`config.mk`:
```
export PLATFORM = sky130hd
export DESIGN_NAME = rx_gain_sequencer
export DESIGN_NICKNAME = d
export VERILOG_FILES = /design/src/rtl/rgs_pkg.sv /design/src/rtl/rgs_gain_pick.sv /design/src/rtl/rgs_detect.sv /design/src/rtl/rgs_ipd_timer.sv /design/src/rtl/rx_gain_sequencer.sv
export SDC_FILE = /design/constraint.sdc
export NUM_CORES = 1
export LEC_CHECK = 0
export ABC_AREA = 1
export BUFFER_PORTS_ARGS = -buffer_cell sky130_fd_sc_hd__clkbuf_2
export CAP_MARGIN = 0
export CORE_MARGIN = 8
export CORE_UTILIZATION = 55
export DETAILED_ROUTE_END_ITERATION = 6
export PLACE_DENSITY = 0.85
export SLEW_MARGIN = 15
export SYNTH_ARGS = -nofsm -noshare
export SYNTH_HDL_FRONTEND = slang
export SYNTH_SLANG_ARGS = --single-unit
```
`constraint.sdc`:
```
create_clock -name clk -period 5.79 [get_ports clk]
set_clock_uncertainty 0.1 [all_clocks]
set_input_delay 0.8685 -clock clk [delete_from_list [all_inputs] [get_ports clk]]
set_output_delay 0.8685 -clock clk [all_outputs]
set_load 0.05 [all_outputs]
```
`src/rtl/rgs_pkg.sv`:
```
package rgs_pkg;
  typedef enum logic [1:0] {
    ST_WAIT  = 2'd0,
    ST_HOLD  = 2'd1,
    ST_DRAIN = 2'd2,
    ST_DELAY = 2'd3
  } rgs_state_e;

  localparam int GW = 3;
  localparam logic [GW-1:0] G_TOP = 3'd1;

  function automatic logic sel_forced(input logic [GW-1:0] s);
    return (s != 3'd0) && (s != 3'd7);
  endfunction
endpackage

```
`src/rtl/rgs_gain_pick.sv`:
```
module rgs_gain_pick #(
  parameter int RSSI_W = 8,
  parameter int NTHR   = 5,
  parameter int GW     = 3
) (
  input  logic [RSSI_W-1:0]      rssi,
  input  logic [NTHR*RSSI_W-1:0] thr_bus,
  output logic [GW-1:0]          idx
);
  logic [NTHR-1:0] above;

  for (genvar k = 0; k < NTHR; k++) begin : g_cmp
    assign above[k] = rssi > thr_bus[k*RSSI_W +: RSSI_W];
  end

  always_comb begin
    idx = GW'(1);
    for (int k = 0; k < NTHR; k++) begin
      idx = idx + GW'(above[k]);
    end
  end
endmodule

```
`src/rtl/rgs_detect.sv`:
```
module rgs_detect #(
  parameter int RSSI_W = 8,
  parameter int RUN    = 2
) (
  input  logic              clk,
  input  logic              rst,
  input  logic              clr,
  input  logic              arm,
  input  logic              vld,
  input  logic [RSSI_W-1:0] rssi,
  input  logic [RSSI_W-1:0] thresh,
  output logic              hit
);
  localparam int CW = $clog2(RUN + 1);
  logic [CW-1:0] cnt;
  logic          over;

  assign over = rssi > thresh;
  assign hit  = arm && vld && over && (cnt == CW'(RUN - 1));

  always_ff @(posedge clk) begin
    if (rst || clr || !arm) begin
      cnt <= '0;
    end else if (vld) begin
      if (!over || hit) cnt <= '0;
      else              cnt <= cnt + CW'(1);
    end
  end
endmodule

```
`src/rtl/rgs_ipd_timer.sv`:
```
module rgs_ipd_timer #(
  parameter int DLY_W = 8
) (
  input  logic             clk,
  input  logic             rst,
  input  logic             clr,
  input  logic             run,
  input  logic             tick,
  input  logic [DLY_W-1:0] limit,
  output logic             done
);
  logic [DLY_W-1:0] cnt;

  assign done = run && (cnt >= limit);

  always_ff @(posedge clk) begin
    if (rst || clr)             cnt <= '0;
    else if (run && tick && !done) cnt <= cnt + DLY_W'(1);
  end
endmodule

```
`src/rtl/rx_gain_sequencer.sv`:
```
module rx_gain_sequencer
  import rgs_pkg::*;
#(
  parameter int RSSI_W = 8,
  parameter int NTHR   = 5,
  parameter int RUN    = 2,
  parameter int DLY_W  = 8
) (
  input  logic                   clk,
  input  logic                   rst,
  input  logic [RSSI_W-1:0]      rssi_smp,
  input  logic                   rssi_vld,
  input  logic [RSSI_W-1:0]      det_thresh,
  input  logic [NTHR*RSSI_W-1:0] thr_bus,
  input  logic [2:0]             gain_sel,
  input  logic                   auto_rst_en,
  input  logic                   restart_cmd,
  input  logic                   fifo_empty,
  input  logic                   pkt_done,
  input  logic [DLY_W-1:0]       ipd_cfg,
  input  logic                   bit_tick,
  output logic [2:0]             gain_idx,
  output logic [2:0]             cur_gain,
  output logic                   sig_det
);
  rgs_state_e st_q, st_d;
  logic          hit, take, tmr_done, forced;
  logic [GW-1:0] pick, auto_q, auto_d, gain_q, cur_q;
  logic          det_q;

  rgs_detect #(.RSSI_W(RSSI_W), .RUN(RUN)) u_det (
    .clk(clk), .rst(rst), .clr(restart_cmd), .arm(st_q == ST_WAIT),
    .vld(rssi_vld), .rssi(rssi_smp), .thresh(det_thresh), .hit(hit)
  );

  rgs_gain_pick #(.RSSI_W(RSSI_W), .NTHR(NTHR), .GW(GW)) u_pick (
    .rssi(rssi_smp), .thr_bus(thr_bus), .idx(pick)
  );

  rgs_ipd_timer #(.DLY_W(DLY_W)) u_tmr (
    .clk(clk), .rst(rst), .clr(restart_cmd || (st_q != ST_DELAY)),
    .run(st_q == ST_DELAY), .tick(bit_tick), .limit(ipd_cfg), .done(tmr_done)
  );

  assign forced = sel_forced(gain_sel);
  assign take   = hit && !restart_cmd;
  assign auto_d = take ? pick : auto_q;

  always_comb begin
    st_d = st_q;
    if (restart_cmd) begin
      st_d = ST_WAIT;
    end else begin
      unique case (st_q)
        ST_WAIT:  if (hit) st_d = ST_HOLD;
        ST_HOLD:  if (pkt_done && auto_rst_en) st_d = ST_DRAIN;
        ST_DRAIN: if (fifo_empty) st_d = ST_DELAY;
        ST_DELAY: if (tmr_done) st_d = ST_WAIT;
        default:  st_d = ST_WAIT;
      endcase
    end
  end

  always_ff @(posedge clk) begin
    if (rst) begin
      st_q   <= ST_WAIT;
      auto_q <= G_TOP;
      gain_q <= G_TOP;
      cur_q  <= G_TOP;
      det_q  <= 1'b0;
    end else begin
      st_q   <= st_d;
      auto_q <= auto_d;
      gain_q <= forced ? gain_sel : auto_d;
      if (take) cur_q <= forced ? gain_sel : pick;
      det_q  <= st_d != ST_WAIT;
    end
  end

  assign gain_idx = gain_q;
  assign cur_gain = cur_q;
  assign sig_det  = det_q;
endmodule

```
# Word level (Yosys, flattened, before mapping)
# Index checks and enable logic that the tools add are counted.
[op_classes] muxes=10 n_addsub=7 eq_ne=6 n_reduce_logical=21 n_lt_le_gt_ge=7
[ops] op="greater-than comparator 8 bit" count=6
[ops] op="adder 3 x 1 -> 3 bit" count=4
[ops] op="2-to-1 mux 2 bit" count=6
[ops] op="logical AND 1 bit" count=9
[ops] op="2-to-1 mux 3 bit" count=3
[ops] op="adder 8 x 1 -> 8 bit (second input constant)" count=1
[ops] op=">= comparator 8 bit" count=1
[ops] op="case mux 2 bit (4 select lines)" count=1
[ops] op="logical OR 1 bit" count=5
[ops] op="== test 2 x 1 -> 1 bit (second input constant)" count=2
[ops] op="== test 2 bit (second input constant)" count=2
[ops] op="zero test 1 bit" count=4
[ops] op="inequality test 3 bit (second input constant)" count=1
[ops] op="nonzero test 3 bit" count=1
[ops] op="adder 1 x 1 -> 2 bit (first input constant)" count=1
[ops] op="adder 2 x 1 -> 2 bit (second input constant)" count=1
[ops] op="zero test 2 bit" count=1
[ops] op="inequality test 2 bit (second input constant)" count=1
[ops] op="nonzero test 2 bit" count=1
[word_totals] wordCells=58 register_bits=22 output_inout_bits=7

# Logic depth before layout (Yosys ltp)
[logic_depth] ltp_word=8 mapped_depth=16 mapped_depth_nobuf=16

# Cells and area by module
# A second synthesis with hierarchy kept.
[hier_totals] cells_unflattened=421 area_unflattened_um2=2741.4
[by_module_without_submodules] mod="rgs_gain_pick" cells_each=176 area_per_inst_um2=1124.8 seq_area_each_um2=0.0 n_inst=1
[by_module_without_submodules] mod="rgs_ipd_timer" cells_each=104 area_per_inst_um2=698.2 seq_area_each_um2=160.2 n_inst=1
[by_module_without_submodules] mod="rx_gain_sequencer" cells_each=87 area_per_inst_um2=576.8 seq_area_each_um2=240.2 n_inst=1
[by_module_without_submodules] mod="rgs_detect" cells_each=54 area_per_inst_um2=341.6 seq_area_each_um2=40.0 n_inst=1

# Worst setup path before layout
# OpenSTA, ideal clock, no wires.
[synth_path] kind="input-to-reg" from="input thr_bus[1]" to="register cur_q[1] (netlist: cur_gain[1])" setup_ps=66 t_required_ps=5624 arrival_ps=3409 setup_slack_ps=2215 path_buffers=0 cell_stages=16 cell_sequence="inv_1 > ha_1 > inv_1 > nor2_1 > nor2_1 > o21ai_0 > nand2_1 > o211ai_1 > nand2_1 > fa_1 > fa_1 > fa_1 > inv_1 > o21ai_2 > nand2_1 > a21oi_2"
[synth_via] elab_chain_cells=7
[synth_lines] element="start, declared" line_no="rx_gain_sequencer.sv:14" rtl="input logic [NTHR*RSSI_W-1:0] thr_bus,"
[synth_lines] element="greater-than comparator 8 bit" line_no="rgs_gain_pick.sv:13" rtl="assign above[k] = rssi > thr_bus[k*RSSI_W +: RSSI_W];"
[synth_lines] element="adder 1 x 1 -> 2 bit" line_no="rgs_gain_pick.sv:19" rtl="idx = idx + GW'(above[k]);"
[synth_lines] element="adder 3 x 1 -> 3 bit (4 in series)" line_no="rgs_gain_pick.sv:19"
[synth_lines] element="2-to-1 mux 3 bit" line_no="rx_gain_sequencer.sv:75" rtl="if (take) cur_q <= forced ? gain_sel : pick;"
[synth_lines] element="end signal, assigned" line_no="rx_gain_sequencer.sv:75"
[synth_lines] element="end, declared" line_no="rx_gain_sequencer.sv:28" rtl="logic [GW-1:0] pick, auto_q, auto_d, gain_q, cur_q;"
# No other way between the ends.
# A chain may end at the register's enable or synchronous reset.

# Worst setup path in the final report
[layout_path] from="input rssi_smp[1]" to="register cur_q[1] (netlist: cur_gain[1])"
[layout_via] elab_chain_cells=7
[layout_lines] element="start, declared" line_no="rx_gain_sequencer.sv:11" rtl="input logic [RSSI_W-1:0] rssi_smp,"
[layout_lines] element="greater-than comparator 8 bit" line_no="rgs_gain_pick.sv:13"
[layout_lines] element="adder 1 x 1 -> 2 bit" line_no="rgs_gain_pick.sv:19"
[layout_lines] element="adder 3 x 1 -> 3 bit (4 in series)" line_no="rgs_gain_pick.sv:19"
[layout_lines] element="2-to-1 mux 3 bit" line_no="rx_gain_sequencer.sv:75"
# Several ways; a longest one is shown, not always the timed one.

==> out/metrics.yaml <==
grt_max_degree: 13
final_common_cell: "inv_1"
slew_violations: 0
layout.nets: 606
boundaryPins: 82
ant_nets: 0
avgSynthCellArea_um2: 6.72
worst_r2r_endpoint: "u_tmr.cnt[5]"
hold_buffers: 0
routedWlPerCell_um: 11.8
dr_total_vias: 2566
worstPathCellList: "clkbuf_2 -> ha_1 -> inv_1 -> nor2_1 -> nor2_1 -> o21ai_0 -> nand2_1 -> o211ai_1 -> nand2_1 -> fa_1 -> fa_1 -> fa_1 -> inv_1 -> o21ai_2 -> nand2_1 -> a21oi_2"
peakVddDrop_mv: 0.104
grt_pass1_vias: 2612
setup-violations-final: 0
layout-drive-gt1-share_pct: 20.5
critPathKind: "in -> reg"
setup_tns_ns: 0
post_synth_num_cell_types: 31
grt_pass1_wl_um: 10500
yosys.area_share.simple_pct: 24.2
post-route-period-util_pct: 64.6
post-cts-setup-buffer-count: 0
die_w_um: 84.6
synthAdderAreaFrac_pct: 30.4
ys_warn_count: 0
fmax_mhz: 267
core_area_mm2: 0.00463
reg2reg_depth: 12
dieArea_mm2: 0.00716
syn_inst: 385
port-buffer-count: 81
dp_hpwl_um: 5380
cp_slowest_cell: "fa_1"
status: "complete, no violations"
hold_class: "reg -> reg"
tightest_slew_ns: 0.468
route.detailed.drc: 0
numClockSinks: 22
htreeDepth: 1
globalplace.congestion: 0.853
leakagePower_nw: 1.87
critPathMaxFanout: 6
grtUsageTotal_pct: 17.3
worstSkewPairLatency_ns: 0.26
clockBufferDepth: 2
synthesis.area_mm2: 0.00259
muxShareOfSynthArea_pct: 0
hold_depth: 2
ys_ff_latch: 22
initial_utilization_pct: 55.9
max-slew-margin-rel_pct: 68.7
cts_tree: "built"
cts-resized-gates: 0
syn_to_final_growth_pct: 20.0
end_kind: "register"
required_ns: 5.89
rsz0062_at_grt: "no"
drt_iter0_drc: 92
ff2ff_setup_slack_ns: 3.97
vias_per_cell: 4.91
cts_root_buf: "clkbuf_8"
drt_pre_antenna_iters: 4
synth_compound_gate_area_share_pct: 12.4
hold_start: "u_det.cnt[1]"
rows: 25
layout_common_cells: "inv_1 (90), nand2_1 (83), clkbuf_2 (81)"
grt.overflow.total: 0
path_clk_slew_ns: 0.07
synth_xor_area_share_pct: 2.03
power_density_mw_per_mm2: 138
wirelength_um: 6170
synth_nets: 521
cpPeakStageDelay_ns: 0.53
antenna_found_initial: 0
diodes: 0
final_core_util_pct: 67.1
reg2reg_from: "u_tmr.cnt[0]"
max_cap_violations: 0
holdPathEnd: "u_det.cnt[1]"
synth_top_family_by_area: "adder cells"
numCtsBuffers: 3
cp-start-kind: "primary input"
die_y_um: 84.6
min_period_ns: 3.74
worstPathArrival_ns: 3.84
finalHoldViolations: 0
synth_seq_area_share_pct: 17.0
[how the worst max path moves through the flow]
stage | startpoint | to | slack [ns]
2_1_floorplan | thr_bus[1] | cur_gain[1] | 2.22
3_3_place_gp | rssi_smp[1] | cur_gain[1] | 1.94
3_5_place_dp | rssi_smp[1] | cur_gain[1] | 1.81
4_1_cts | rssi_smp[1] | cur_gain[1] | 2.10
5_1_grt | rssi_smp[1] | cur_gain[2] | 1.83
6_report | rssi_smp[1] | cur_gain[1] | 2.05
[through the flow]
step / worst slack, ns / area (um^2) / power [mW] / hold slack, ns / cells
2_1_floorplan: 2.22 / 2590 / 0.263 / 0.340 / 385
3_3_place_gp: 1.94 / 3050 / 0.313 / 0.356 / 519
3_5_place_dp: 1.81 / 3050 / 0.320 / 0.352 / 519
4_1_cts: 2.10 / 3110 / 0.431 / 0.364 / 523
5_1_grt: 1.83 / 3110 / 0.465 / 0.404 / 523
6_report: 2.05 / 3110 / 0.427 / 0.362 / 523
[registers in the layout (all words and copies together), names as in the netlist]
register	cells
cur_gain	3
st_q	2
gain_idx	3
u_det.cnt	2
u_tmr.cnt	8
sig_det	1
auto_q	3
[power by group]
part / leakage, nW / switching (mW) / internal [mW]
clock: 0.0288 / 0.0488 / 0.0606
sequential: 0.178 / 0.000831 / 0.153
combinational: 1.66 / 0.0937 / 0.0699
[cells in the mapped netlist]
cell	instances	area, um^2
a21oi_2	1	8.76
nand4_4	1	21.3
dfxtp_1	22	440
clkinv_1	1	3.75
o21ai_1	1	5.00
nand2_2	2	12.5
xnor2_1	3	26.3
a31oi_1	3	18.8
nand3b_1	2	15.0
nor3_1	2	10.0
a21boi_1	1	7.51
buf_6	1	11.3
o21bai_1	2	15.0
a211oi_1	1	7.51
nand2_1	83	312
o21ai_0	8	40.0
o21a_1	1	7.51
ha_1	58	726
inv_2	3	11.3
o21ai_2	2	17.5
nand4_1	10	62.6
nor2_1	25	93.8
nand3_1	16	80.1
o211ai_1	2	15.0
xor2_1	3	26.3
fa_1	3	60.1
nor2_2	2	12.5
inv_1	90	338
a21o_1	1	7.51
a21oi_1	34	170
or2_0	1	6.26
[routing by layer]
layer	track usage, %	routed length (um)	part of all wire (%)
met5	0	0	0
met4	4.37	68	1.1
met3	3.51	258	4.2
met2	31.6	3000	49
met1	19.7	2850	46
[layout make-up]
| cell class | instances | area (um^2) |
|---|---|---|
| multi-input cells | 268 | 1780 |
| flip-flops and latches | 22 | 440 |
| fillers | 414 | 1520 |
| inverters | 94 | 353 |
| repair buffers | 81 | 405 |
| clock buffers | 4 | 55.1 |
| well taps | 54 | 67.6 |
[kinds of logic after synthesis]
logic type                 count (synthesis)
buffers and inverters                     95
and+or+nand+nor                          144
DFF                                       22
AOI/OAI and AO/OA                         57
xor gates and xnor gates                   6
adders and majority gates                 61
[worst max-delay path, delay by kind of cell]
family          cells  cell delay, ns
fa+ha+maj           4            1.79
simple gates        5            0.39
buf+inv             3            0.25
compound gates      4            0.53
No activity file was read; power rests on OpenSTA's default activity.
